**src/rtl/iso_pkg.sv**
```systemverilog
`timescale 1ns/1ps
package iso_pkg;

    // Where the isolating gates sit and which decode line drives them.
    typedef enum int {
        ISO_NONE   = 0,
        ISO_COARSE = 1,
        ISO_ODC    = 2,
        ISO_FINE   = 3
    } iso_mode_e;

    // Value shown by a gated operand while its isolating signal is low.
    typedef enum int {
        HOLD_ZERO = 0,
        HOLD_ONES = 1,
        HOLD_LAST = 2
    } iso_style_e;

endpackage

```
**src/rtl/iso_steer_decode.sv**
```systemverilog
`timescale 1ns/1ps
module iso_steer_decode (
    input  logic steer_major,
    input  logic steer_local,
    output logic sel_sum,
    output logic sel_b,
    output logic wr_en
);

    // The sum reaches the register only when the stage runs and picks it.
    always_comb begin
        sel_sum = steer_major & steer_local;
        sel_b   = steer_local;
        wr_en   = steer_major;
    end

endmodule

```
**src/rtl/iso_gate.sv**
```systemverilog
`timescale 1ns/1ps
module iso_gate
    import iso_pkg::*;
#(
    parameter int         W      = 32,
    parameter iso_style_e STYLE  = HOLD_ZERO,
    parameter bit         ACTIVE = 1'b1
) (
    input  logic         clk,
    input  logic         rst,
    input  logic         pass,
    input  logic [W-1:0] din,
    output logic [W-1:0] dout
);

    generate
        if (!ACTIVE) begin : g_wire
            logic unused_ctl;
            assign unused_ctl = ^{clk, rst, pass};
            assign dout = din;
        end else if (STYLE == HOLD_LAST) begin : g_last
            typedef struct packed {
                logic [W-1:0] held;
            } hold_t;

            hold_t h_d;
            hold_t h_q;

            always_comb begin
                h_d = h_q;
                if (pass) begin
                    h_d.held = din;
                end
            end

            always_ff @(posedge clk) begin
                if (rst) begin
                    h_q <= '0;
                end else begin
                    h_q <= h_d;
                end
            end

            assign dout = pass ? din : h_q.held;
        end else begin : g_const
            localparam logic [W-1:0] PARK = (STYLE == HOLD_ONES) ? {W{1'b1}} : {W{1'b0}};
            logic unused_ctl;
            assign unused_ctl = ^{clk, rst};
            assign dout = pass ? din : PARK;
        end
    endgenerate

endmodule

```
**src/rtl/iso_stage.sv**
```systemverilog
`timescale 1ns/1ps
module iso_stage
    import iso_pkg::*;
#(
    parameter int         WIDTH         = 32,
    parameter iso_mode_e  ISO_MODE      = ISO_FINE,
    parameter iso_style_e ISO_STYLE     = HOLD_LAST,
    parameter int         MIN_ISO_WIDTH = 8
) (
    input  logic             clk,
    input  logic             rst,
    input  logic             steer_major,
    input  logic             steer_local,
    input  logic [WIDTH-1:0] in_a,
    input  logic [WIDTH-1:0] in_b,
    input  logic [WIDTH-1:0] in_c,
    output logic [WIDTH-1:0] result_o,
    output logic [WIDTH-1:0] opnd_a,
    output logic [WIDTH-1:0] opnd_b
);

    localparam int N_OPND   = 2;
    localparam bit ISO_ON   = (ISO_MODE != ISO_NONE) && (WIDTH >= MIN_ISO_WIDTH);
    localparam bit EARLY_ON = ISO_ON && (ISO_MODE == ISO_COARSE);
    localparam bit LATE_ON  = ISO_ON && ((ISO_MODE == ISO_ODC) || (ISO_MODE == ISO_FINE));

    typedef struct packed {
        logic [WIDTH-1:0] result;
    } stage_t;

    stage_t st_d;
    stage_t st_q;

    logic sel_sum;
    logic sel_b;
    logic wr_en;

    logic [N_OPND-1:0][WIDTH-1:0] raw;
    logic [N_OPND-1:0][WIDTH-1:0] early;
    logic [N_OPND-1:0][WIDTH-1:0] masked;
    logic [N_OPND-1:0][WIDTH-1:0] late;
    logic [N_OPND-1:0]            mask_sel;
    logic [N_OPND-1:0]            late_pass;
    logic [WIDTH-1:0]             sum;

    iso_steer_decode u_decode (
        .steer_major (steer_major),
        .steer_local (steer_local),
        .sel_sum     (sel_sum),
        .sel_b       (sel_b),
        .wr_en       (wr_en)
    );

    assign raw[0]      = in_a;
    assign raw[1]      = in_b;
    assign mask_sel[0] = sel_sum;
    assign mask_sel[1] = sel_b;

    // Operand A is already zeroed by sel_sum, so fine mode drops that term.
    assign late_pass[0] = (ISO_MODE == ISO_FINE) ? wr_en : (sel_sum & wr_en);
    assign late_pass[1] = sel_sum & wr_en;

    generate
        for (genvar i = 0; i < N_OPND; i++) begin : g_opnd
            // Gate at the block input, driven by the major steering line.
            iso_gate #(
                .W      (WIDTH),
                .STYLE  (ISO_STYLE),
                .ACTIVE (EARLY_ON)
            ) u_early (
                .clk  (clk),
                .rst  (rst),
                .pass (steer_major),
                .din  (raw[i]),
                .dout (early[i])
            );

            assign masked[i] = mask_sel[i] ? early[i] : '0;

            // Gate right in front of the adder, driven by the observability term.
            iso_gate #(
                .W      (WIDTH),
                .STYLE  (ISO_STYLE),
                .ACTIVE (LATE_ON)
            ) u_late (
                .clk  (clk),
                .rst  (rst),
                .pass (late_pass[i]),
                .din  (masked[i]),
                .dout (late[i])
            );
        end
    endgenerate

    assign opnd_a = late[0];
    assign opnd_b = late[1];
    assign sum    = late[0] + late[1];

    always_comb begin
        st_d = st_q;
        if (wr_en) begin
            st_d.result = sel_sum ? sum : in_c;
        end
    end

    always_ff @(posedge clk) begin
        if (rst) begin
            st_q <= '0;
        end else begin
            st_q <= st_d;
        end
    end

    assign result_o = st_q.result;

endmodule

```
**config.mk**
```make
export PLATFORM = sky130hd
export DESIGN_NAME = iso_stage
export DESIGN_NICKNAME = d
export VERILOG_FILES = /design/src/rtl/iso_pkg.sv /design/src/rtl/iso_steer_decode.sv /design/src/rtl/iso_gate.sv /design/src/rtl/iso_stage.sv
export SDC_FILE = /design/constraint.sdc
export NUM_CORES = 1
export LEC_CHECK = 0
export ABC_CLOCK_PERIOD_IN_PS = 7900
export BUFFER_PORTS_ARGS = -buffer_cell sky130_fd_sc_hd__buf_2
export CORE_MARGIN = 3
export CORE_UTILIZATION = 40
export CTS_CLUSTER_DIAMETER = 100
export DETAILED_ROUTE_END_ITERATION = 16
export PLACE_DENSITY = 0.66
export SLEW_MARGIN = 20
export SYNTH_ARGS = -nofsm -noshare
export SYNTH_HDL_FRONTEND = slang
export SYNTH_SLANG_ARGS = --single-unit
```
**constraint.sdc**
```tcl
create_clock -name clk -period 7.9 [get_ports clk]
set_clock_uncertainty 0.1 [all_clocks]
set_input_delay 1.185 -clock clk [delete_from_list [all_inputs] [get_ports clk]]
set_output_delay 1.185 -clock clk [all_outputs]
set_load 0.005 [all_outputs]
```
==> impl_metrics.yaml, run 1 <==
status:
  status: "finished, final reports clean"
drt:
  drt-initial-drc-count: 450
  post_drt_wl_per_cell_um: 18.4
  ant_nets: 0
  vias_per_cell: 5.50
  via_count: 5945
  wl_um: 19900
  drt-pass1-iter-count: 4
  drc_errors: 0
synth:
  ys_types: 60
  synthesis.area_um2: 5810
  ys_seq_elements: 96
  syn_nets: 859
  synth_top_cell_by_area: "dfxtp_1"
  synth_edf_count: 0
  yosysTopAreaCellShare_pct: 33.1
  synth_seq_area_share_pct: 33.1
  synthTopCellsByArea: "dfxtp_1, nand2_1, a21oi_1"
  async_flop_share_pct: 0
  ys_warn_count: 0
  syn_area_per_cell_um2: 7.96
  syn_inst: 730
  synth_top_flop_cell: "dfxtp_1"
timing:
  setup_viol: 0
  max-slew-margin-rel_pct: 30.4
  tightest_slew_ns: 1.04
  tns_ns: 0
  rsz0062_at_grt: "false"
  hold_violations: 0
  final-max-slew-violation-count: 0
  fmax_mhz: 186
  holdWs_ns: 0.364
  fin_crit_ns: 5.39
  fin_crit_sh_pct: 68.2
power:
  power_mw: 1.30
  power_leakage_nw: 3.68
  p_sw_mw: 0.386
  seqPwrFrac_pct: 40.3
  comb_power_share_pct: 22.6
  irDropWorstVdd_mv: 0.110
  power_density_nw_per_um2: 181
  switching_share_pct: 29.6
  p_int_mw: 0.915
  pwr-share-clk_pct: 37.1
cts:
  post_cts_resized: 0
  clock_path_buffers: 2
  ctsHoldBuffers: 0
  cts_max_level: 3
  cts.sinks: 96
  postCtsSetupRepairBufs: 0
  tritoncts: "yes"
  clk_latency_ns: 0.36
  cts_buffers: 9
  clk_pin_slew_ns: 0.07
  clock-root-buffer: "clkbuf_16"
final_layout:
  post-route-util_pct: 51.3
  antenna_cells: 0
  stdcell_area_um2: 7200
  n_fill_cell: 1423
  syn2layout_area_growth_pct: 23.9
  drive_gt1_share_pct: 25.2
  nets: 1026
  seq_area_um2: 1920
  multi_input_area_um2: 3650
place:
  place_area_um2: 6880
  gp_congestion: 0.922
  dp.final_hpwl_um: 15100
  portBuffers: 195
setup_path:
  crit-reg2reg-launch: "g_opnd[0].u_late.g_last.h_q[0]"
  worstPathRequired_ns: 8.02
  path_class: "in2reg"
  rrSetupSlack_ns: 4.29
  end_kind: "flip-flop"
  cp.arrival_ns: 5.51
  ff2ff_path_depth: 13
  worstSetupStartpointType: "input pin"
  timing.rr.end: "result_o[28]"
  critPathMaxFanout: 42
hold_path:
  hold_end: "g_opnd[1].u_late.g_last.h_q[22]"
  hold_start: "g_opnd[1].u_late.g_last.h_q[22]"
  hold_depth: 2
  hp-class: "reg2reg"
grt:
  grtUsageTotal_pct: 24.5
  grt_pass1_wl_um: 31100
  grt_max_degree: 48
  grt-ovfl-total: 0
  antenna_found_initial: 2
  first_global_vias: 5587
floorplan:
  die_w_um: 127
  dieArea_um2: 16000
  core-area_um2: 14000
  io_pins: 196
  die_height_um: 127
  rows: 43
  start_util_pct: 41.4
run:
  max-cap-violations: 0
==> synthesized netlist by cell type (15+ instances only) <==
cell	n
inv_1	15
nor2_1	58
xor2_1	20
xnor2_1	15
dfxtp_1	96
mux2i_1	15
a21o_1	25
o21ai_0	18
ha_1	28
clkbuf_1	29
a22o_1	32
nand2_1	113
and2_1	33
a211oi_1	23
a21oi_1	78
==> flip-flops by register name (all words and copies together) (netlist names) <==
signal and flops:
g_opnd.u_late.g_last.h_q 64, result_o 32
==> how the worst max path moves through the flow <==
stage | slack, ns | from | to | cells past startpoint
global placement | 2.33 | steer_major | result_o[24] | 15
global route | 2.14 | steer_major | result_o[28] | 15
CTS | 2.50 | steer_major | result_o[28] | 15
detailed placement | 2.12 | steer_major | result_o[28] | 15
floorplan | 2.61 | steer_major | result_o[24] | 20
finish | 2.51 | steer_major | result_o[28] | 15
==> worst max-delay path, stage by stage <==
cell      delay, ns
buf_2          0.33
and2_2         0.81
a22o_1         0.29
ha_1           0.21
inv_1          0.07
fa_1           0.38
nor2b_1        0.22
o31ai_1        0.14
o311a_1        0.36
or4b_1         0.58
a21o_1         0.23
a21boi_0       0.19
o31a_1         0.23
o31a_1         0.14
o221ai_1       0.12
==> per-stage QoR <==
stage | std cells | setup WS [ns]
after global routing | 1081 | 2.14
after CTS | 1081 | 2.50
after detailed placement | 1066 | 2.12
after floorplan | 730 | 2.61
after global placement | 1066 | 2.33
final | 1081 | 2.51
==> layout make-up <==
type	instances	share of cell area (%)
Multi-Input combinational cell	573	50.7
Clock inverter	5	1.13
Sequential cell	96	26.7
Inverter	15	0.782
Clock buffer	10	3.32
Tap cell	180	3.13
Timing Repair Buffer	202	14.3
==> per-layer routing <==
| metal | GRT usage, % | share of wire [%] |
|---|---|---|
| met1 | 36.8 | 49 |
| met2 | 34.7 | 41 |
| met3 | 5.39 | 8.7 |
| met4 | 7.38 | 1.5 |
| met5 | 0 | 0.11 |
==> power groups by stage <==
| stage | clock network, mW | registers [mW] | logic (mW) |
|---|---|---|---|
| after detailed placement | 0 | 0.535 | 0.290 |
| after global routing | 0.509 | 0.526 | 0.323 |
| final | 0.483 | 0.524 | 0.294 |
| after global placement | 0 | 0.534 | 0.290 |
| after floorplan | 0 | 0.534 | 0.173 |
| after CTS | 0.488 | 0.524 | 0.292 |
==> placed cells by master (no fill, tap or decap), types with 3 or more instances in the layout <==
cell type and instances:
a211oi_1 23, a21o_1 25, a21oi_1 78, a22o_1 32, a311oi_1 5, a31oi_1 5, and2_1 32, and3_1 4
buf_2 195, buf_4 7, clkbuf_16 9, dfxtp_1 96, ha_1 28, inv_1 14, maj3_1 3, mux2i_1 15
nand2_1 113, nand3_1 14, nand4_1 3, nor2_1 58, nor2b_1 8, nor3_1 7, nor3b_1 3, o211ai_1 6
o21a_1 4, o21ai_0 18, o21bai_1 3, o221ai_1 3, o31a_1 4, o31ai_1 6, or3_1 5, xnor2_1 15
xor2_1 20
==> cells by family after synthesis <==
| group | synth area share, % |
|---|---|
| buf+inv | 4.18 |
| simple gates | 20.3 |
| flops | 33.1 |
| mux | 2.58 |
| compound gates | 27.7 |
| fa+ha+maj | 6.89 |
| xor+xnor | 5.28 |
No activity file was read; power rests on OpenSTA's default activity.
==> run 2, diff against run 1 <==
--- a/config.mk
+++ b/config.mk
@@ -5,7 +5,7 @@
 export SDC_FILE = /design/constraint.sdc
 export NUM_CORES = 1
 export LEC_CHECK = 0
-export ABC_CLOCK_PERIOD_IN_PS = 7900
+export ABC_CLOCK_PERIOD_IN_PS = 5300
 export BUFFER_PORTS_ARGS = -buffer_cell sky130_fd_sc_hd__buf_2
 export CORE_MARGIN = 3
 export CORE_UTILIZATION = 40
==> constraint.sdc (replaced) <==
create_clock -name clk -period 5.3 [get_ports clk]
set_clock_uncertainty 0.1 [all_clocks]
set_input_delay 0.795 -clock clk [delete_from_list [all_inputs] [get_ports clk]]
set_output_delay 0.795 -clock clk [all_outputs]
set_load 0.005 [all_outputs]
==> impl_metrics.yaml, run 2 (synthesis gave the netlist of run 1 again) <==
floorplan:
  io_pins: 196
  die_w_um: 127
  start_util_pct: 41.4
  core-area_um2: 14000
  dieArea_um2: 16000
  rows: 43
  die_height_um: 127
cts:
  clk_latency_ns: 0.36
  ctsHoldBuffers: 0
  clock-root-buffer: "clkbuf_16"
  postCtsSetupRepairBufs: 0
  cts_max_level: 3
  clk_pin_slew_ns: 0.07
  cts_buffers: 9
  cts.sinks: 96
  post_cts_resized: 0
  tritoncts: "yes"
  clock_path_buffers: 2
timing:
  fin_crit_sh_pct: 83.1
  fmax_mhz: 227
  hold_violations: 0
  rsz0062_at_grt: "false"
  max-slew-margin-rel_pct: 48.7
  holdWs_ns: 0.362
  fin_crit_ns: 4.40
  tns_ns: 0
  final-max-slew-violation-count: 0
  setup_viol: 0
  tightest_slew_ns: 0.770
setup_path:
  crit-reg2reg-launch: "g_opnd[0].u_late.g_last.h_q[0]"
  worstSetupStartpointType: "input pin"
  path_cells: "buf_2, and2_2, buf_12, mux2i_1, inv_1, ha_1, a211oi_2, o211ai_1, and2_1, a211o_1, a31oi_4, o21ai_2, or4b_1, a311oi_1, a311o_1"
  worstPathRequired_ns: 5.50
  crit_slowest_cell: "or4b_1"
  rrSetupSlack_ns: 1.64
  max_stage_delay_ns: 0.47
  ff2ff_path_depth: 13
  path_class: "in2reg"
  timing.rr.end: "result_o[28]"
  cp.arrival_ns: 4.60
  startpoint: "steer_major"
  critPathMaxFanout: 53
  endpoint: "result_o[29]"
  end_kind: "flip-flop"
power:
  pwr-share-clk_pct: 35.7
  comb_power_share_pct: 23.2
  seqPwrFrac_pct: 41.1
  switching_share_pct: 30.8
  p_sw_mw: 0.585
  power_leakage_nw: 3.68
  irDropWorstVdd_mv: 0.193
  power_mw: 1.90
  p_int_mw: 1.31
  power_density_nw_per_um2: 263
final_layout:
  post-route-util_pct: 51.3
  final_common_cell: "buf_2"
  drive_gt1_share_pct: 25.4
  n_fill_cell: 1429
  layout_common_cells: "buf_2, nand2_1, dfxtp_1"
  nets: 1028
  antenna_cells: 0
  largest_reg_flops: 64
  largest_register: "g_opnd.u_late.g_last.h_q"
  multi_input_area_um2: 3650
  seq_area_um2: 1920
  syn2layout_area_growth_pct: 24.1
grt:
  grtUsageTotal_pct: 24.4
  grt-ovfl-total: 0
  grt_max_degree: 68
  first_global_vias: 5596
  grt_pass1_wl_um: 31000
  antenna_found_initial: 0
hold_path:
  hp-class: "reg2reg"
drt:
  post_drt_wl_per_cell_um: 18.4
  ant_nets: 0
  via_count: 5978
  drt-pass1-iter-count: 6
  wl_um: 20000
  drt-initial-drc-count: 410
  drc_errors: 0
  vias_per_cell: 5.51
place:
  portBuffers: 195
  gp_congestion: 0.977
  dp.final_hpwl_um: 15200
run:
  max-cap-violations: 0
status:
  status: "finished, final reports clean"
run 2: worst min path at each step:
stage | startpoint | cells after the start | slack (ns) | end
2_1_floorplan | g_opnd[1].u_late.g_last.h_q[0] | 2 | 0.34 | g_opnd[1].u_late.g_last.h_q[0]
3_3_place_gp | g_opnd[1].u_late.g_last.h_q[25] | 2 | 0.35 | g_opnd[1].u_late.g_last.h_q[25]
3_5_place_dp | g_opnd[1].u_late.g_last.h_q[28] | 2 | 0.36 | g_opnd[1].u_late.g_last.h_q[28]
4_1_cts | g_opnd[1].u_late.g_last.h_q[7] | 2 | 0.37 | g_opnd[1].u_late.g_last.h_q[7]
5_1_grt | g_opnd[1].u_late.g_last.h_q[2] | 2 | 0.39 | g_opnd[1].u_late.g_last.h_q[2]
6_report | g_opnd[1].u_late.g_last.h_q[22] | 2 | 0.36 | g_opnd[1].u_late.g_last.h_q[22]
run 2: power by group through the flow:
stage,Clock (mW),Sequential (mW),Combinational (mW)
2_1_floorplan,0,0.795,0.257
3_3_place_gp,0,0.796,0.435
3_5_place_dp,0,0.797,0.435
4_1_cts,0.694,0.780,0.437
5_1_grt,0.721,0.785,0.484
6_report,0.677,0.780,0.440
run 2: critical path, delay by kind of cell:
family / cells / cell delay (ns)
multiplexers: 1 / 0.35
adder cells (fa/ha/maj): 1 / 0.32
AND/OR/NAND/NOR: 3 / 0.95
buffers and inverters: 3 / 0.65
AO/OA/AOI/OAI: 7 / 1.50
run 2: metrics by stage:
step           instance area [um2]  std cells  setup slack (ns)
2_1_floorplan                 5810        730             0.402
3_3_place_gp                  6910       1068             0.697
3_5_place_dp                  6910       1068             0.590
4_1_cts                       7210       1084             0.957
5_1_grt                       7210       1084             0.599
6_report                      7210       1084             0.896
run 2: cell type report:
| class | instances | share of cell area [%] |
|---|---|---|
| inverter | 15 | 0.781 |
| multi-input combinational | 573 | 50.6 |
| clock inverter | 7 | 1.09 |
| tap | 180 | 3.12 |
| timing repair buffer | 204 | 14.6 |
| clock buffer | 9 | 3.12 |
| sequential | 96 | 26.7 |
run 2: routing by layer:
| metal | GRT usage [%] | part of all wire [%] |
|---|---|---|
| met5 | 0 | 0 |
| met4 | 7.70 | 1.5 |
| met3 | 5.52 | 8.5 |
| met2 | 35.4 | 42 |
| met1 | 35.8 | 48 |
